### config.mk
export PLATFORM = sky130hd
export DESIGN_NAME = vsync_field_det
export DESIGN_NICKNAME = d
export VERILOG_FILES = /design/src/rtl/vfd_pkg.sv /design/src/rtl/vfd_low_timer.sv /design/src/rtl/vfd_line_pos.sv /design/src/rtl/vfd_miss_watch.sv /design/src/rtl/vsync_field_det.sv
export SDC_FILE = /design/constraint.sdc
export NUM_CORES = 1
export LEC_CHECK = 0
export ABC_AREA = 1
export ABC_CLOCK_PERIOD_IN_PS = 3200
export BUFFER_PORTS_ARGS = -buffer_cell sky130_fd_sc_hd__buf_2
export CAP_MARGIN = 20
export CORE_MARGIN = 2
export CORE_UTILIZATION = 50
export DETAILED_ROUTE_END_ITERATION = 16
export HOLD_SLACK_MARGIN = 0.15
export PLACE_DENSITY = 0.7
export SLEW_MARGIN = 25
export SYNTH_ARGS = -nofsm -noshare
export SYNTH_HDL_FRONTEND = slang
export SYNTH_SLANG_ARGS = --single-unit
### constraint.sdc
create_clock -name clk -period 3.2 [get_ports clk]
set_input_delay 0.48 -clock clk [delete_from_list [all_inputs] [get_ports clk]]
set_output_delay 0.48 -clock clk [all_outputs]
set_load 0.01 [all_outputs]
### src/rtl/vfd_pkg.sv
package vfd_pkg;
    typedef enum logic [1:0] {
        ST_SEARCH  = 2'd0,
        ST_ACTIVE  = 2'd1,
        ST_HOLDOFF = 2'd2
    } vfd_state_t;
endpackage

### src/rtl/vfd_low_timer.sv
// Accumulates sync-tip samples; clears after a high run longer than gap_max.
module vfd_low_timer #(
    parameter int LOW_W = 12,
    parameter int GAP_W = 8
) (
    input  logic             clk,
    input  logic             rst_n,
    input  logic             sync_tip,
    input  logic [GAP_W-1:0] gap_max,
    output logic [LOW_W-1:0] low_cnt,
    output logic [GAP_W-1:0] high_run
);
    localparam logic [LOW_W-1:0] LOW_MAX = '1;
    localparam logic [GAP_W-1:0] GAP_TOP = '1;

    always_ff @(posedge clk) begin
        if (!rst_n) begin
            low_cnt  <= '0;
            high_run <= '0;
        end else if (sync_tip) begin
            high_run <= '0;
            if (low_cnt != LOW_MAX)
                low_cnt <= low_cnt + LOW_W'(1);
        end else begin
            if (high_run != GAP_TOP)
                high_run <= high_run + GAP_W'(1);
            if (high_run >= gap_max)
                low_cnt <= '0;
        end
    end
endmodule

### src/rtl/vfd_line_pos.sv
// Position inside the line; flags the second half.
module vfd_line_pos #(
    parameter int POS_W = 12
) (
    input  logic             clk,
    input  logic             rst_n,
    input  logic             line_start,
    input  logic [POS_W-1:0] samples_per_line,
    output logic             second_half
);
    localparam logic [POS_W-1:0] POS_MAX = '1;
    logic [POS_W-1:0] pos_q;

    always_ff @(posedge clk) begin
        if (!rst_n)
            pos_q <= '0;
        else if (line_start)
            pos_q <= '0;
        else if (pos_q != POS_MAX)
            pos_q <= pos_q + POS_W'(1);
    end

    // pos_q lags the sample stream by one, matching the registered low count
    assign second_half = (pos_q >= (samples_per_line >> 1));
endmodule

### src/rtl/vfd_miss_watch.sv
// Line watchdog: flywheel toggle per missed window, loss and reacquire.
module vfd_miss_watch #(
    parameter int WD_LINES = 337
) (
    input  logic clk,
    input  logic rst_n,
    input  logic line_start,
    input  logic det,
    input  logic miss3_sel,
    output logic flip,
    output logic lost,
    output logic reacq
);
    localparam int LC_W = $clog2(WD_LINES + 1);
    localparam logic [LC_W-1:0] LC_END = LC_W'(WD_LINES - 1);

    logic [LC_W-1:0] lc_q;
    logic [1:0]      miss_q;
    logic [1:0]      miss_nxt;
    logic [1:0]      need;
    logic            win_end;

    assign win_end  = line_start && (lc_q == LC_END);
    assign miss_nxt = (miss_q == 2'd3) ? 2'd3 : miss_q + 2'd1;
    assign need     = miss3_sel ? 2'd3 : 2'd1;

    always_ff @(posedge clk) begin
        if (!rst_n) begin
            lc_q   <= '0;
            miss_q <= '0;
            lost   <= 1'b0;
            flip   <= 1'b0;
            reacq  <= 1'b0;
        end else begin
            flip  <= 1'b0;
            reacq <= 1'b0;
            if (det) begin
                lc_q   <= '0;
                miss_q <= '0;
                lost   <= 1'b0;
            end else if (win_end) begin
                lc_q   <= '0;
                miss_q <= miss_nxt;
                flip   <= 1'b1;
                if (!lost && (miss_nxt >= need)) begin
                    lost  <= 1'b1;
                    reacq <= 1'b1;
                end
            end else if (line_start) begin
                lc_q <= lc_q + LC_W'(1);
            end
        end
    end
endmodule

### src/rtl/vsync_field_det.sv
module vsync_field_det
    import vfd_pkg::*;
#(
    parameter int POS_W    = 12,
    parameter int LOW_W    = 12,
    parameter int GAP_W    = 8,
    parameter int VSL_W    = 4,
    parameter int WD_LINES = 337
) (
    input  logic             clk,
    input  logic             rst_n,
    input  logic             sync_tip,
    input  logic             line_start,
    input  logic [POS_W-1:0] samples_per_line,
    input  logic [LOW_W-1:0] detect_thresh,
    input  logic [GAP_W-1:0] gap_max,
    input  logic [VSL_W-1:0] vs_lines,
    input  logic             miss3_sel,
    output logic             vsync,
    output logic             field,
    output logic             vs_lost,
    output logic             reacquire
);
    localparam int VC_W = VSL_W + 1;

    vfd_state_t       st_q, st_nxt;
    logic [LOW_W-1:0] low_cnt;
    logic [GAP_W-1:0] high_run;
    logic             second_half;
    logic             over, low_zero, det, flip, vs_done;
    logic             field_q;
    logic [VSL_W-1:0] vs_cnt;
    logic [VC_W-1:0]  vs_len_eff;

    vfd_low_timer #(.LOW_W(LOW_W), .GAP_W(GAP_W)) timer_i (
        .clk      (clk),
        .rst_n    (rst_n),
        .sync_tip (sync_tip),
        .gap_max  (gap_max),
        .low_cnt  (low_cnt),
        .high_run (high_run)
    );

    vfd_line_pos #(.POS_W(POS_W)) pos_i (
        .clk              (clk),
        .rst_n            (rst_n),
        .line_start       (line_start),
        .samples_per_line (samples_per_line),
        .second_half      (second_half)
    );

    vfd_miss_watch #(.WD_LINES(WD_LINES)) watch_i (
        .clk        (clk),
        .rst_n      (rst_n),
        .line_start (line_start),
        .det        (det),
        .miss3_sel  (miss3_sel),
        .flip       (flip),
        .lost       (vs_lost),
        .reacq      (reacquire)
    );

    assign over       = (low_cnt > detect_thresh);
    assign low_zero   = (low_cnt == '0);
    assign det        = (st_q == ST_SEARCH) && over;
    assign vs_len_eff = (vs_lines == '0) ? VC_W'(1) : {1'b0, vs_lines};
    assign vs_done    = line_start && (({1'b0, vs_cnt} + VC_W'(1)) >= vs_len_eff);

    // state register
    always_ff @(posedge clk) begin
        if (!rst_n) st_q <= ST_SEARCH;
        else        st_q <= st_nxt;
    end

    // transitions: detect, expire, rearm
    always_comb begin
        st_nxt = st_q;
        unique case (st_q)
            ST_SEARCH:  if (over)     st_nxt = ST_ACTIVE;
            ST_ACTIVE:  if (vs_done)  st_nxt = ST_HOLDOFF;
            ST_HOLDOFF: if (low_zero) st_nxt = ST_SEARCH;
            default:                  st_nxt = ST_SEARCH;
        endcase
    end

    // line count in ACTIVE and held field parity
    always_ff @(posedge clk) begin
        if (!rst_n) begin
            vs_cnt  <= '0;
            field_q <= 1'b0;
        end else begin
            if (det)
                vs_cnt <= '0;
            else if ((st_q == ST_ACTIVE) && line_start)
                vs_cnt <= vs_cnt + VSL_W'(1);
            if (det)
                field_q <= second_half;
            else if (flip)
                field_q <= ~field_q;
        end
    end

    // outputs
    always_comb begin
        vsync = 1'b0;
        field = field_q;
        unique case (st_q)
            ST_SEARCH: begin
                vsync = over;
                if (over) field = second_half;
            end
            ST_ACTIVE:  vsync = 1'b1;
            ST_HOLDOFF: vsync = 1'b0;
            default:    vsync = 1'b0;
        endcase
    end
endmodule

==> flow_summary.yaml <==
run_status:
  status: "completed"
layout:
  fillers: 678
  n_antenna_cell: 0
  finish.instance_area_um2: 4038
  layout_commonest_cell: "inv_1"
  fin_nets: 652
  syn2layout_area_growth_pct: 11.74
  stdcell_count: 665
  final_cell_mix: "inv_1 (98), nand2_1 (93), nor2_1 (56), dfxtp_1 (53)"
  drive_gt1_share_pct: 11.78
critical_path:
  critical_path_class: "flop to output port"
  worstPathRequired_ns: 2.72
  crit_chain: "ha_1 > nand2_1 > nor2_1 > and2_1 > nand2_1 > nand3_1 > nand3_2 > o21ai_0 > buf_2"
  worst-path-buf-inv: 1
  start_kind: "flop"
  reg2reg_to: "timer_i.low_cnt[9]$_SDFFE_PN0P_"
  r2r_cells: 12
  worst-path-stages: 9
  cp_max_fo: 9
  slowest_stage: "dfxtp_1"
  crit_top_cell: "nand2_1"
  r2r_slack_ns: 1.34
  max_stage_delay_ns: 0.38
  crit_path_end_kind: "output port"
  arrival_ns: 2.05
  crit_family: "simple AND/OR/NAND/NOR gates"
  timing.rr.start: "timer_i.high_run[0]$_SDFFE_PP0P_"
clock_network:
  cts_resized: 0
  cts_hold_buf: 0
  cts_inserted_buffers: 5
  worst_skew_pair.late_latency_ns: 0.31
  clkTransAtPathRegs_ns: 0.10
  clock_path_buffers: 2
  cts.sinks: 53
  cts_root_buf: "clkbuf_8"
  htree_levels: 2
  cts_setup_buffers: 0
  cts_tree: "yes"
timing:
  setup_viol: 0
  post-route-min-period_ns: 2.533
  max_freq_mhz: 394.7
  finalCritPeriodShare_pct: 79.17
  tightest_slew_ns: 0.5229
  final_hold_viol_count: 0
  rsz0062_at_grt: "no"
  fin_setup_tns_ns: 0
  relSlewSlack_pct: 64.87
  drv_slew: 0
  clock-skew-final_ns: 0.01052
logic_synthesis:
  netlist_instances: 522
  synth_xor_xnor_area_share_pct: 4.363
  avgSynthCellArea_um2: 6.922
  yosys_warnings: 0
  yosys.area_share.simple_pct: 28.88
  synth_top_area_share_pct: 29.36
  synth_compound_area_share_pct: 11.39
  ys_top_cells_by_area: "dfxtp_1 (29%), ha_1 (15%), inv_1 (10%), nand2_1 (9.7%), nand3_1 (6.0%)"
  synthAdderAreaFrac_pct: 14.89
  synth_nets: 606
  ys_ff_latch: 53
  async_reset_ff_share_pct: 0
  ys_types: 36
  synth_seq_area_share_pct: 29.36
  synth.largest_area_cell: "dfxtp_1"
  synth_mux_area_share_pct: 0
  synthFlopType: "dfxtp_1"
  synth_enable_flop_cells: 0
  synth_top_family_by_area: "simple AND/OR/NAND/NOR gates"
  syn_area_um2: 3613
grt:
  grt_pass1_vias: 2975
  grt_max_degree: 17
  track_usage_pct: 18.92
  gr-total-overflow: 0
  antenna_found_initial: 0
  grt_first_pass_wirelength_mm: 12.15
detailed_routing:
  vias_per_cell: 4.937
  drc: 0
  ant_nets: 0
  dr.pass1.iters: 4
  num_vias: 3283
  drtIter0Drc: 98
  routed_wl_mm: 6.916
  post_drt_wl_per_cell_um: 10.40
place:
  hpwl_mm: 5.609
  port_buffers: 43
  dp.cells: 657
  place_area_um2: 3926
  finalWeightedCongestion: 0.8714
min_path:
  holdPathEnd: "field_q$_SDFFE_PN0P_"
  min-delay-start: "rst_n"
  whs_path_depth: 3
  hold_class: "input pin to flop"
die:
  start_util_pct: 52.32
  ios: 45
  die_area_um2: 7923
  std_cell_rows: 30
  die_h_um: 89.01
  fp.coreArea_um2: 6907
  die_w_um: 89.01
pwr:
  ir_worst_vdd_uv: 210.2
  leakagePower_nw: 2.028
  p_per_area_nw_per_um2: 310.7
flow_run:
  max_cap_viol_count: 0
synth_stat cells, drive strengths merged (2+ instances only):
cell	instances
o21bai	4
a211oi	2
dfxtp	53
a31oi	6
clkbuf	2
nor2	58
xor2	14
ha	43
o21a	4
nand4	11
a21oi	36
nor3	13
nand3	46
inv	99
o21ai	16
buf	3
xnor2	4
or2	3
a21o	2
nand3b	2
nand2	96
cell type report:
cell class / instances / area, um2 / share of cell area, %
clock buffers: 6 / 72.57 / 1.797
clock inverters: 2 / 38.79 / 0.9606
inverters: 99 / 371.6 / 9.204
multi-input cells: 365 / 2151 / 53.27
flip-flops and latches: 53 / 1061 / 26.28
well taps: 96 / 120.1 / 2.975
repair buffers: 44 / 222.7 / 5.516
worst reg2reg max path, stage by stage, from the launching register on:
cell,delay [ns]
dfxtp_1,0.40
inv_1,0.06
ha_1,0.26
nand2_1,0.06
nand3_1,0.08
nand2_1,0.06
nand2_1,0.05
nand2_1,0.06
nand2_1,0.05
nand2_1,0.28
nand2_1,0.23
nand2_1,0.11
a21oi_1,0.06
stage by stage:
stage / total power, mW / hold WS [ns] / worst slack, ns / utilization [%]
after CTS: 1.268 / 0.4683 / 0.6235 / 58.46
after detailed placement: 0.8149 / 0.4892 / 0.7582 / 56.85
final: 1.255 / 0.4752 / 0.6666 / 58.46
after global placement: 0.8087 / 0.4766 / 0.7666 / 56.85
after floorplan: 0.7694 / 0.4583 / 1.058 / -
after global routing: 1.320 / 0.4750 / 0.4706 / 58.46
report_power, final:
group | internal (mW) | switching [mW] | leakage [nW]
registers | 0.667 | 0.00986 | 0.428
logic | 0.0530 | 0.0683 | 1.54
clock network | 0.235 | 0.222 | 0.0554
flip-flops by register name, summed over array words and instances, names as in the netlist, 2 cells and up:
signal / cells
timer_i.high_run: 8
watch_i.lc_q: 9
timer_i.low_cnt: 12
pos_i.pos_q: 12
st_q: 2
watch_i.miss_q: 2
vs_cnt: 4
cells by family after synthesis:
group,Yosys count
simple gates,231
flops,53
buf+inv,104
compound gates,73
xor+xnor,18
fa+ha+maj,43
how the worst max path moves through the flow:
stage	start	endpoint	slack [ns]
floorplan	detect_thresh[11]	field	1.06
global placement	detect_thresh[7]	field	0.77
detailed placement	detect_thresh[11]	field	0.76
CTS	timer_i.low_cnt[11]$_SDFFE_PN0P_	field	0.62
global route	timer_i.low_cnt[11]$_SDFFE_PN0P_	field	0.47
finish	timer_i.low_cnt[11]$_SDFFE_PN0P_	field	0.67
per-layer routing:
layer | vias to the layer above | track usage, % | wire length [um]
met4 | 0 | 6.106 | 119
li1 | 1780 | - | -
met3 | 11 | 3.509 | 262
met5 | - | 0 | 0
met1 | 1440 | 23.31 | 3317
met2 | 52 | 33.38 | 3216
(Power assumes the default switching activity.)
